===== config.mk =====
export PLATFORM = sky130hd
export DESIGN_NAME = dma_err_chan
export DESIGN_NICKNAME = d
export VERILOG_FILES = /design/src/rtl/dma_err_pkg.sv /design/src/rtl/dma_err_fsm.sv /design/src/rtl/dma_err_bus.sv /design/src/rtl/dma_err_regs.sv /design/src/rtl/dma_err_chan.sv
export SDC_FILE = /design/constraint.sdc
export NUM_CORES = 1
export LEC_CHECK = 0
export ABC_CLOCK_PERIOD_IN_PS = 2700
export CAP_MARGIN = 20
export CORE_MARGIN = 5
export CORE_UTILIZATION = 45
export CTS_CLUSTER_SIZE = 25
export DETAILED_ROUTE_END_ITERATION = 16
export DONT_BUFFER_PORTS = 1
export PLACE_DENSITY = 0.7
export SYNTH_ARGS = -nofsm -noshare
export SYNTH_HDL_FRONTEND = slang
export SYNTH_SLANG_ARGS = --single-unit
export TNS_END_PERCENT = 5

===== constraint.sdc =====
create_clock -name clk -period 2.7 [get_ports clk]
set_input_delay 0.54 -clock clk [delete_from_list [all_inputs] [get_ports clk]]
set_output_delay 0.54 -clock clk [all_outputs]
set_load 0.02 [all_outputs]

===== src/rtl/dma_err_pkg.sv =====
package dma_err_pkg;

    typedef enum logic [2:0] {
        ST_IDLE,
        ST_ARB,
        ST_RD,
        ST_WR,
        ST_SA,
        ST_HALT
    } chan_st_e;

    typedef struct packed {
        logic err;
        logic done;
    } chan_sts_t;

    localparam int STS_W = $bits(chan_sts_t);

    function automatic logic st_in_cycle(chan_st_e s);
        return (s == ST_RD) || (s == ST_WR) || (s == ST_SA);
    endfunction

    function automatic logic st_wants_bus(chan_st_e s);
        return (s == ST_ARB) || st_in_cycle(s);
    endfunction

endpackage


===== src/rtl/dma_err_fsm.sv =====
module dma_err_fsm
    import dma_err_pkg::*;
#(
    parameter int AW = 16,
    parameter int DW = 16,
    parameter int CW = 8
) (
    input  logic          clk,
    input  logic          rst,
    input  logic          start,
    input  logic [AW-1:0] cfg_src,
    input  logic [AW-1:0] cfg_dst,
    input  logic [CW-1:0] cfg_cnt,
    input  logic          cfg_single,
    input  logic          reinit,
    input  logic          bus_grant,
    input  logic          bus_ack,
    input  logic          bus_err,
    input  logic [DW-1:0] bus_rdata,
    output chan_st_e      st,
    output logic [AW-1:0] cur_src,
    output logic [AW-1:0] cur_dst,
    output logic [DW-1:0] hold_q,
    output logic          done_evt,
    output logic          err_evt
);

    logic [CW-1:0] left_q;
    logic          single_q;
    logic          in_cyc;
    logic          ack_hit;
    logic          last_op;

    assign in_cyc   = st_in_cycle(st);
    assign err_evt  = in_cyc && bus_err;
    assign ack_hit  = in_cyc && bus_ack && !bus_err;
    assign last_op  = (left_q == CW'(1));
    assign done_evt = ack_hit && last_op && ((st == ST_WR) || (st == ST_SA));

    always_ff @(posedge clk) begin
        if (rst) begin
            st       <= ST_IDLE;
            cur_src  <= '0;
            cur_dst  <= '0;
            left_q   <= '0;
            single_q <= 1'b0;
            hold_q   <= '0;
        end else begin
            case (st)
                ST_IDLE: begin
                    if (start && (cfg_cnt != '0)) begin
                        cur_src  <= cfg_src;
                        cur_dst  <= cfg_dst;
                        left_q   <= cfg_cnt;
                        single_q <= cfg_single;
                        st       <= ST_ARB;
                    end
                end
                ST_ARB: begin
                    if (bus_grant) begin
                        st <= single_q ? ST_SA : ST_RD;
                    end
                end
                ST_RD: begin
                    if (err_evt) begin
                        hold_q <= '0;
                        st     <= ST_HALT;
                    end else if (ack_hit) begin
                        hold_q <= bus_rdata;
                        st     <= ST_WR;
                    end
                end
                ST_WR: begin
                    if (err_evt) begin
                        hold_q <= '0;
                        st     <= ST_HALT;
                    end else if (ack_hit) begin
                        hold_q  <= '0;
                        cur_src <= cur_src + AW'(1);
                        cur_dst <= cur_dst + AW'(1);
                        left_q  <= left_q - CW'(1);
                        st      <= last_op ? ST_IDLE : ST_ARB;
                    end
                end
                ST_SA: begin
                    if (err_evt) begin
                        st <= ST_HALT;
                    end else if (ack_hit) begin
                        cur_src <= cur_src + AW'(1);
                        left_q  <= left_q - CW'(1);
                        st      <= last_op ? ST_IDLE : ST_ARB;
                    end
                end
                ST_HALT: begin
                    if (reinit) begin
                        st <= ST_IDLE;
                    end
                end
                default: st <= ST_IDLE;
            endcase
        end
    end

    AST_RESET_IDLE: assert property (@(posedge clk)
        rst |=> (st == ST_IDLE)) else $error("reset did not idle");

    AST_HALT_STICKY: assert property (@(posedge clk) disable iff (rst)
        (st == ST_HALT) && !reinit |=> (st == ST_HALT)) else $error("halt left without reinit");

endmodule


===== src/rtl/dma_err_bus.sv =====
module dma_err_bus
    import dma_err_pkg::*;
#(
    parameter int AW = 16,
    parameter int DW = 16
) (
    input  logic          clk,
    input  logic          rst,
    input  chan_st_e      st,
    input  logic [AW-1:0] cur_src,
    input  logic [AW-1:0] cur_dst,
    input  logic [DW-1:0] hold_q,
    input  logic          bus_err,
    output logic          bus_req,
    output logic          bus_cyc,
    output logic          bus_we,
    output logic [AW-1:0] bus_addr,
    output logic [DW-1:0] bus_wdata,
    output logic          hs_ack
);

    logic live;
    logic wr_cyc;

    assign live    = !rst;
    assign bus_req = live && st_wants_bus(st);
    assign bus_cyc = live && st_in_cycle(st);
    assign wr_cyc  = bus_cyc && (st == ST_WR);
    assign bus_we  = wr_cyc;

    always_comb begin
        bus_addr = '0;
        if (bus_cyc) begin
            bus_addr = wr_cyc ? cur_dst : cur_src;
        end
    end

    assign bus_wdata = wr_cyc ? hold_q : '0;
    assign hs_ack    = bus_cyc && (st == ST_SA) && !bus_err;

    AST_REQ_DROP: assert property (@(posedge clk) disable iff (rst)
        (bus_cyc && bus_err) |=> (!bus_req && !bus_cyc)) else $error("request kept after error");

endmodule


===== src/rtl/dma_err_regs.sv =====
module dma_err_regs
    import dma_err_pkg::*;
(
    input  logic             clk,
    input  logic             rst,
    input  logic             done_evt,
    input  logic             err_evt,
    input  logic [STS_W-1:0] sts_w1c,
    input  logic             msk_we,
    input  logic [STS_W-1:0] msk_wdata,
    output logic [STS_W-1:0] sts,
    output logic             irq
);

    chan_sts_t sts_q;
    chan_sts_t msk_q;
    chan_sts_t set_v;

    always_comb begin
        set_v.err  = err_evt;
        set_v.done = done_evt;
    end

    always_ff @(posedge clk) begin
        if (rst) begin
            sts_q <= '0;
            msk_q <= '0;
            irq   <= 1'b0;
        end else begin
            sts_q <= (sts_q & ~chan_sts_t'(sts_w1c)) | set_v;
            if (msk_we) begin
                msk_q <= chan_sts_t'(msk_wdata);
            end
            irq <= |(sts_q & msk_q);
        end
    end

    assign sts = sts_q;

    AST_IRQ_MASKED: assert property (@(posedge clk) disable iff (rst)
        (msk_q == '0) |=> !irq) else $error("irq with all masked");

    AST_STS_STICKY: assert property (@(posedge clk) disable iff (rst)
        sts_q.err && !sts_w1c[1] |=> sts_q.err) else $error("error bit lost");

endmodule


===== src/rtl/dma_err_chan.sv =====
module dma_err_chan
    import dma_err_pkg::*;
#(
    parameter int AW = 16,
    parameter int DW = 16,
    parameter int CW = 8
) (
    input  logic          clk,
    input  logic          rst,
    input  logic          start,
    input  logic [AW-1:0] cfg_src,
    input  logic [AW-1:0] cfg_dst,
    input  logic [CW-1:0] cfg_cnt,
    input  logic          cfg_single,
    input  logic          reinit,
    input  logic [1:0]    sts_w1c,
    input  logic          msk_we,
    input  logic [1:0]    msk_wdata,
    output logic [1:0]    sts,
    output logic          irq,
    output logic          bus_req,
    input  logic          bus_grant,
    output logic          bus_cyc,
    output logic          bus_we,
    output logic [AW-1:0] bus_addr,
    output logic [DW-1:0] bus_wdata,
    input  logic [DW-1:0] bus_rdata,
    input  logic          bus_ack,
    input  logic          bus_err,
    output logic          hs_ack
);

    chan_st_e      st;
    logic [AW-1:0] cur_src;
    logic [AW-1:0] cur_dst;
    logic [DW-1:0] hold_q;
    logic          done_evt;
    logic          err_evt;

    dma_err_fsm #(.AW(AW), .DW(DW), .CW(CW)) u_fsm (
        .clk        (clk),
        .rst        (rst),
        .start      (start),
        .cfg_src    (cfg_src),
        .cfg_dst    (cfg_dst),
        .cfg_cnt    (cfg_cnt),
        .cfg_single (cfg_single),
        .reinit     (reinit),
        .bus_grant  (bus_grant),
        .bus_ack    (bus_ack),
        .bus_err    (bus_err),
        .bus_rdata  (bus_rdata),
        .st         (st),
        .cur_src    (cur_src),
        .cur_dst    (cur_dst),
        .hold_q     (hold_q),
        .done_evt   (done_evt),
        .err_evt    (err_evt)
    );

    dma_err_bus #(.AW(AW), .DW(DW)) u_bus (
        .clk       (clk),
        .rst       (rst),
        .st        (st),
        .cur_src   (cur_src),
        .cur_dst   (cur_dst),
        .hold_q    (hold_q),
        .bus_err   (bus_err),
        .bus_req   (bus_req),
        .bus_cyc   (bus_cyc),
        .bus_we    (bus_we),
        .bus_addr  (bus_addr),
        .bus_wdata (bus_wdata),
        .hs_ack    (hs_ack)
    );

    dma_err_regs u_regs (
        .clk       (clk),
        .rst       (rst),
        .done_evt  (done_evt),
        .err_evt   (err_evt),
        .sts_w1c   (sts_w1c),
        .msk_we    (msk_we),
        .msk_wdata (msk_wdata),
        .sts       (sts),
        .irq       (irq)
    );

    AST_GRANT_FIRST: assert property (@(posedge clk) disable iff (rst)
        $rose(bus_cyc) |-> $past(bus_grant)) else $error("cycle without grant");

    AST_ERR_STATUS: assert property (@(posedge clk) disable iff (rst)
        (bus_cyc && bus_err) |=> sts[1]) else $error("error not recorded");

endmodule


---- Word-level counts from Yosys, hierarchy flattened ----
Index checks and enable logic that the tools add are counted.
storage, ports and cells
  flip-flop bits (word level) ............. 65
  input port bits ......................... 69
  output and inout bits ................... 39
  word-level logic and storage cells ...... 93
cells by class
  add/sub/neg operators ................... 3
  eq/ne operators ......................... 16
  mux-type cells .......................... 30
  bitwise gates (word level) .............. 4
  reduce and logical (&&, ||, !) cells .... 29
operators with widths
  cell                                                  number
  2-to-1 mux 16 bit                                     13
  one-hot mux 16 bit (2 select lines)                   3
  adder 16 x 1 -> 16 bit (second input constant)        2
  2-to-1 mux 3 bit                                      8
  2-to-1 mux 8 bit                                      3
  one-hot mux 8 bit (2 select lines)                    1
  one-hot mux 3 bit (5 select lines)                    1
  logical AND 1 bit                                     11
  != test 2 bit (second input constant)                 5
  equality test 8 x 1 -> 1 bit (second input constant)  1
  AND reduction 4 bit                                   2
  nonzero test 8 bit                                    1
  subtractor 8 x 1 -> 8 bit (second input constant)     1
  equality test 3 x 2 -> 1 bit (second input constant)  2
  equality test 3 bit (second input constant)           2
  != test 3 bit (second input constant)                 2
  nonzero test 2 bit                                    3
  AND reduction 5 bit                                   1
  bitwise AND 2 bit                                     2
  logical OR 1 bit                                      4
  != test 2 x 1 -> 1 bit (second input constant)        2
  OR reduction 2 bit                                    2
  equality test 3 x 1 -> 1 bit (second input constant)  1
  zero test 3 bit                                       1
  7 further kinds                                       8

---- Longest topological paths before layout ----
Gate-level depths: netlist of the first run.
  word-level depth ........................ 8
  gate-level depth with buffers ........... 9

---- Cells and area by module ----
From an unflattened synthesis of the first run, not the netlist that was laid out.
second synthesis, totals
  cell total of the unflattened synthesis .. 521
  area, all modules ....................... 4016.4 µm²
modules (own cells, without submodules)
  module        times used  cells each  area each (µm²)
  dma_err_fsm   1           439         3353.2
  dma_err_bus   1           65          494.2
  dma_err_regs  1           17          168.9

---- Worst setup path before layout of the first run ----
No wires, ideal clock.
  path type ............................... flip-flop to output port
  start point ............................. register u_fsm.st[2]
  end point ............................... output port bus_addr[5]
  arrival time ............................ 1844 ps
  setup slack ............................. 316 ps
  stages on the path, launching flop included .. 8
  path through ............................ dfxtp_1 -> buf_6 -> nand3b_1 -> buf_2 -> buf_2 -> buf_1 -> nand2_1 -> a21oi_1
on the way
  cells in the longest elaborated chain, start to end .. 7
RTL lines
  element                                          RTL line                              text
  start, declared                                  dma_err_fsm.sv:20                     output chan_st_e st,
  start signal, assigned                           dma_err_fsm.sv:61                     st <= single_q ? ST_SA : ST_RD;
  start signal, assigned                           dma_err_fsm.sv:82                     st <= last_op ? ST_IDLE : ST_ARB;
  start signal, assigned                           dma_err_fsm.sv:91                     st <= last_op ? ST_IDLE : ST_ARB;
  equality test 3 x 2 -> 1 bit (on tied branches)  dma_err_pkg.sv:20, dma_err_bus.sv:28
  logical OR 1 bit (2 in series)                   dma_err_pkg.sv:20                     return (s == ST_RD) || (s == ST_WR) || (s == ST_SA);
  logical AND 1 bit                                dma_err_bus.sv:27                     assign bus_cyc = live && st_in_cycle(st);
  logical AND 1 bit                                dma_err_bus.sv:28                     assign wr_cyc = bus_cyc && (st == ST_WR);
  2-to-1 mux 16 bit                                dma_err_bus.sv:34                     bus_addr = wr_cyc ? cur_dst : cur_src;
  2-to-1 mux 16 bit (*)                            dma_err_bus.sv:33                     if (bus_cyc) begin
  end, declared                                    dma_err_chan.sv:25                    output logic [AW-1:0] bus_addr,
Every way passes the cells marked *; elsewhere a longest branch is shown, timed or not.

---- Worst setup path after layout of the first run ----
  start point ............................. register u_fsm.st[2]
  end point ............................... output port bus_addr[15]
The elaborated chain is that of the path after synthesis.

==> flow_metrics.py, run 1 <==
metrics = {
    "power_and_ir_drop": {
        "leakagePower_nw": 1.62,
        "ir_drop_uv": 447,
        "power_density_mw_per_mm2": 809,
    },
    "logic_synthesis": {
        "synthFlopType": "dfxtp_1",
        "async_flop_share_pct": 0,
        "yosys.area.top_type": "dfxtp_1",
        "synth_fp_nets": 605,
        "ys_seq_area_share_pct": 32.9,
        "yosysWarnings": 0,
        "yosysTopAreaCellShare_pct": 32.9,
        "synth_edf_count": 0,
        "synth_cell_types": 61,
        "syn_area_mm2": 0.00395,
        "avgSynthCellArea_um2": 7.43,
        "ys_ff_latch": 65,
        "synth.area.top_cells": "dfxtp_1, a21oi_1, nand2_1",
        "syn_inst": 532,
    },
    "clock_network": {
        "clock_sinks": 65,
        "numCtsBuffers": 9,
        "cts_tree": "built",
        "cts_hold_buf": 0,
        "cts_buffer_depth": 2,
        "cts-root-buf": "clkbuf_8",
        "cts-htree-levels": 3,
        "insertion_delay_ns": 0.35,
        "clk_pin_slew_ns": 0.08,
    },
    "critical_path": {
        "cp_max_fo": 60,
        "critical_path.max_stage_delay_ns": 0.48,
        "slowest_stage": "dfxtp_1",
        "arrival_ns": 1.94,
        "path_common_cell": "buf_4",
        "end_kind": "output port",
        "path_class": "reg -> out",
        "startpoint_type": "flip-flop",
        "crit_chain": "buf_4, nand3b_1, buf_12, nand2_1, a21oi_1, buf_4",
        "required_ns": 2.16,
    },
    "sta": {
        "drv_slew": 0,
        "tns_ns": 0,
        "layout_min_cycle_time_ns": 2.48,
        "hold_viol_final": 0,
        "max-slew-margin-rel_pct": 29.5,
        "fin_skew_ns": 0.00940,
        "finalSetupViolations": 0,
        "fmax_mhz": 403,
        "fin_crit_sh_pct": 91.9,
        "tightest_slew_ns": 1.05,
        "fin_ws_ns": 0.218,
        "rsz0062_at_grt": "false",
        "whs_ns": 0.258,
    },
    "placement": {
        "dp_hpwl_um": 8390,
        "gp_congestion": 0.881,
        "io_buffers": 0,
        "pre_cts_ws_ns": 0.377,
        "dp_cells": 627,
    },
    "detailed_routing": {
        "top_layer": "met4",
        "wl_met1_um": 5240,
        "route.met3.wl_um": 981,
        "ant_nets": 0,
        "wl_met2_um": 5600,
        "via_per_inst": 6.37,
        "drtIter0Drc": 253,
        "post_drt_wl_per_cell_um": 18.6,
        "vias": 4105,
        "drcViolationCount": 0,
        "drtPass1Iterations": 5,
        "routed_wl_um": 12000,
    },
    "die": {
        "dieArea_mm2": 0.0108,
        "core_mm2": 0.00864,
        "start_util_pct": 45.8,
        "std_cell_rows": 34,
        "die_x_um": 104,
        "fp.dieH_um": 104,
        "io-pin-count": 108,
    },
    "flow_run": {
        "max_cap_violations": 0,
    },
    "global_routing": {
        "grt_usage_pct": 21.6,
        "grt_overflow": 0,
        "first_global_vias": 3829,
        "grt_pass1_wl_um": 19400,
        "antenna_found_initial": 0,
        "grt_start_max_net_pins": 65,
    },
    "hold_path": {
        "min-delay-path-class": "in -> reg",
    },
    "layout": {
        "drive_above_1_share_pct": 11.6,
        "fill_cells": 860,
        "fin_cells": 644,
        "area_growth_pct": 11.1,
        "final_nets": 603,
    },
    "outcome": {
        "status": "finished, final reports clean",
    },
}
## cells in the mapped netlist (all sizes together) (4+ instances only)
cell	instances
inv	7
o31ai	4
a32o	4
a21o	4
nand3	10
a2bb2oi	8
nand2	75
a22oi	19
and3	24
nor4	8
a31oi	10
nand4	10
o32ai	10
nor3b	4
buf	15
o21ai	29
nor2	60
ha	4
a211oi	5
a21oi	59
clkbuf	29
nand2b	4
nor3	12
dfxtp	65
or3	5
o22ai	4
## cell type report
type	instances	area, µm²	share of cell area [%]
antenna	1	2.50	0.0570
clock buffer	12	155	3.53
clock inverter	4	75.1	1.71
inverter	7	26.3	0.598
multi-input combinational	416	2440	55.5
sequential	65	1300	29.7
tap	108	135	3.08
timing repair buffer	31	258	5.87
## cell families after synthesis
kind of cell               after synthesis  synth area share [%]
and+or+nand+nor                        232                  29.4
AOI/OAI and AO/OA                      175                  29.7
muxes                                    5                  1.33
buffers and inverters                   51                  5.45
adders and majority gates                4                  1.27
DFF                                     65                  32.9
## registers in the layout, indices dropped and copies added, names as in the netlist
name and cells:
u_fsm.st 3, u_fsm.cur_src 16, u_regs.irq 1, u_regs.msk_q 2, u_fsm.left_q 8, u_regs.sts 2, u_fsm.cur_dst 16, u_fsm.single_q 1
u_fsm.hold_q 16
## per-stage QoR
stage	instance area [µm²]	utilization [%]	power, mW
2_1_floorplan	3950	-	2.29
3_3_place_gp	4150	48.1	2.56
3_5_place_dp	4160	48.1	2.59
4_1_cts	4390	50.8	3.56
5_1_grt	4390	50.8	3.77
6_report	4390	50.9	3.55
## final timing paths
check | startpoint | to | slack (ns) | cells after the start
worst max-delay path | u_fsm.st[2]$_SDFFE_PP0P_ | bus_addr[15] | 0.22 | 6
worst min-delay path | rst | u_fsm.hold_q[10]$_SDFFE_PP0P_ | 0.26 | 1
worst max register to register | u_fsm.st[2]$_SDFFE_PP0P_ | u_fsm.cur_dst[6]$_SDFFE_PP0P_ | 0.37 | 6
worst min register to register | u_fsm.left_q[7]$_SDFFE_PP0P_ | u_fsm.left_q[7]$_SDFFE_PP0P_ | 0.49 | 2
## placed cells by master, fill, tap and decap left out, types with 3 or more instances in the layout
cell       instances
inv_1              7
a32oi_1            3
a21o_1             4
o21ai_0           22
mux2i_1            3
a2bb2oi_1          7
clkbuf_8          11
buf_4             29
a31oi_1           10
nand4_1           10
a32o_1             4
nand3b_1           3
nor2_1            57
o22ai_1            3
nand2b_1           4
ha_1               4
o41ai_1            3
nand3_1           10
and3_1            24
or3_1              4
nand2_1           75
o31ai_1            4
nor3_1            12
nor3b_1            3
a211oi_1           5
o21ai_1            7
a22oi_1           19
nor4_1             8
nor2b_1            3
o32ai_1           10
a21oi_1           58
dfxtp_1           64
## power by group
| part | total, mW | internal, mW | switching [mW] |
|---|---|---|---|
| clock network | 0.958 | 0.571 | 0.387 |
| registers | 1.38 | 1.14 | 0.244 |
| logic | 1.21 | 0.489 | 0.723 |
| total | 3.55 | 2.20 | 1.35 |
## critical path, delay by kind of cell, from the launching register on
family                 cells  cell delay, ns
DFF                        1            0.48
AOI/OAI and AO/OA          1            0.17
buffers and inverters      3            0.63
and+or+nand+nor            2            0.29
## layer usage
layer	GRT usage, %	vias up
met3	7.28	14
li1	-	1968
met4	6.11	0
met2	34.0	173
met1	28.1	1950
met5	0	-
## what timing repair did
item	in CTS	in global routing
setup endpoints to repair	0	27
buffers inserted	0	0
gates resized for setup	0	1
Power figures use the tool's default switching activity.
==> run 2: changes to the inputs <==
--- a/config.mk
+++ b/config.mk
@@ -5,14 +5,14 @@
 export SDC_FILE = /design/constraint.sdc
 export NUM_CORES = 1
 export LEC_CHECK = 0
-export ABC_CLOCK_PERIOD_IN_PS = 2700
+export ABC_CLOCK_PERIOD_IN_PS = 2100
 export CAP_MARGIN = 20
 export CORE_MARGIN = 5
-export CORE_UTILIZATION = 45
+export CORE_UTILIZATION = 55
 export CTS_CLUSTER_SIZE = 25
 export DETAILED_ROUTE_END_ITERATION = 16
 export DONT_BUFFER_PORTS = 1
-export PLACE_DENSITY = 0.7
+export PLACE_DENSITY = 0.83
 export SYNTH_ARGS = -nofsm -noshare
 export SYNTH_HDL_FRONTEND = slang
 export SYNTH_SLANG_ARGS = --single-unit
==> constraint.sdc (replaced) <==
create_clock -name clk -period 2.1 [get_ports clk]
set_input_delay 0.42 -clock clk [delete_from_list [all_inputs] [get_ports clk]]
set_output_delay 0.42 -clock clk [all_outputs]
set_load 0.02 [all_outputs]
==> flow_metrics.py, run 2 (synthesized netlist as in run 1, its figures left out) <==
metrics = {
    "sta": {
        "drv_slew": 0,
        "layout_min_cycle_time_ns": 2.02,
        "hold_viol_final": 0,
        "max-slew-margin-rel_pct": 28.0,
        "tightest_slew_ns": 1.07,
        "fin_ws_ns": 0.0836,
        "whs_ns": 0.145,
        "fmax_mhz": 496,
        "fin_crit_sh_pct": 96.0,
        "finalSetupViolations": 0,
        "tns_ns": 0,
        "rsz0062_at_grt": "false",
        "fin_skew_ns": 0.00912,
    },
    "layout": {
        "final_common_cell": "nand2_1",
        "layout_common_cells": "nand2_1, dfxtp_1, nor2_1, a21oi_1, buf_4",
        "num_antenna_cells": 0,
        "final_nets": 620,
        "area_growth_pct": 16.1,
        "final_util_pct": 64.3,
        "drive_above_1_share_pct": 17.6,
        "fin_cells": 651,
        "top_regs": "u_fsm.cur_dst x16, u_fsm.cur_src x16, u_fsm.hold_q x16",
    },
    "critical_path": {
        "startpoint_type": "flip-flop",
        "path_class": "reg -> out",
        "arrival_ns": 1.60,
        "end_kind": "output port",
        "crit_chain": "nand3b_1, buf_4, buf_4, nor2_1, buf_4",
        "cp_top_family": "buffers and inverters",
        "r2r_cells": 6,
        "r2r_slack_ns": 0.14,
        "critical_path.max_stage_delay_ns": 0.38,
        "r2r_end": "u_fsm.cur_dst[12]$_SDFFE_PP0P_",
        "path_common_cell": "buf_4",
        "critPathBufInv": 3,
        "cp_max_fo": 9,
        "required_ns": 1.68,
        "slowest_stage": "dfxtp_4",
        "r2r_start": "u_fsm.cur_dst[0]$_SDFFE_PP0P_",
    },
    "clock_network": {
        "cts-htree-levels": 3,
        "cts_tree": "built",
        "clock_sinks": 65,
        "clk_pin_slew_ns": 0.07,
        "insertion_delay_ns": 0.35,
        "numCtsBuffers": 9,
        "cts-root-buf": "clkbuf_8",
        "cts_buffer_depth": 2,
    },
    "detailed_routing": {
        "post_drt_wl_per_cell_um": 18.5,
        "drtPass1Iterations": 6,
        "drtIter0Drc": 493,
        "drcViolationCount": 0,
        "routed_wl_um": 12100,
        "via_per_inst": 6.57,
        "vias": 4279,
        "ant_nets": 0,
    },
    "flow_run": {
        "max_cap_violations": 0,
    },
    "power_and_ir_drop": {
        "power_density_mw_per_mm2": 1000,
        "leakagePower_nw": 1.73,
        "ir_drop_uv": 491,
    },
    "hold_path": {
        "worstHoldStart": "rst",
        "worstHoldEndpoint": "u_fsm.hold_q[11]$_SDFFE_PP0P_",
        "min-delay-path-class": "in -> reg",
        "whs_path_depth": 1,
    },
    "placement": {
        "pre_cts_ws_ns": -0.0252,
        "dp_hpwl_um": 8320,
        "io_buffers": 0,
        "dp_cells": 631,
        "gp_congestion": 0.911,
    },
    "die": {
        "dieArea_mm2": 0.00898,
        "core_mm2": 0.00714,
        "die_x_um": 94.8,
        "io-pin-count": 108,
        "fp.dieH_um": 94.8,
        "start_util_pct": 55.4,
        "std_cell_rows": 31,
    },
    "global_routing": {
        "antenna_found_initial": 1,
        "first_global_vias": 3997,
        "grt_overflow": 0,
        "grt_pass1_wl_um": 18900,
        "grt_usage_pct": 26.3,
        "grt_start_max_net_pins": 65,
    },
    "outcome": {
        "status": "finished, final reports clean",
    },
}
[run 2: layer usage]
metal	share of wire, %	wire [µm]	up-vias	GRT usage [%]
li1	-	-	2011	-
met1	39	4760	1970	32.5
met2	47	5720	258	42.6
met3	9.9	1200	38	5.82
met4	3.0	363	2	13.5
met5	0.11	13	-	0
[run 2: timing repair]
action / 4_1_cts / 5_1_grt
hold buffers: 0 / 0
gates resized for setup: 4 / 5
setup endpoints to repair: 18 / 19
cloned: 1 / 0
setup buffers: 3 / 0
pin swaps: 1 / 0
[run 2: cell type report]
cell class                 instances  area [µm²]
fill                             637        2550
multi-input combinational        416        2500
sequential                        65        1310
timing repair buffer              48         435
clock buffer                      14         183
tap                               99         124
inverter                           7        26.3
clock inverter                     2        10.0
[run 2: per-stage QoR]
stage / power, mW / area, µm²
global placement: 3.39 / 4300
CTS: 4.55 / 4570
floorplan: 2.97 / 3990
finish: 4.59 / 4590
detailed placement: 3.46 / 4300
global route: 4.84 / 4590
[run 2: how the worst max path moves through the flow]
stage                              from            to  slack, ns  cells past startpoint
2_1_floorplan  u_fsm.st[2]$_SDFFE_PP0P_  bus_addr[15]      -0.08                      6
3_3_place_gp   u_fsm.st[2]$_SDFFE_PP0P_  bus_addr[15]       0.02                      4
3_5_place_dp   u_fsm.st[2]$_SDFFE_PP0P_   bus_addr[2]      -0.03                      4
4_1_cts        u_fsm.st[2]$_SDFFE_PP0P_        hs_ack      0.001                      3
5_1_grt        u_fsm.st[1]$_SDFFE_PP0P_   bus_addr[2]      0.003                      5
6_report       u_fsm.st[2]$_SDFFE_PP0P_        bus_we       0.08                      5
[run 2: report_power, final]
part           internal [mW]  switching [mW]  leakage, nW
Clock                  0.555           0.479        0.102
Sequential              1.47           0.314        0.532
Combinational          0.773           0.999         1.09
Total                   2.80            1.79         1.73
[run 2: worst reg2reg max path, delay by kind of cell, from the launching register on]
family	cells	cell delay, ns
AND/OR/NAND/NOR	3	0.79
adder cells (fa/ha/maj)	1	0.24
flip-flops	1	0.46
AO/OA/AOI/OAI	2	0.40
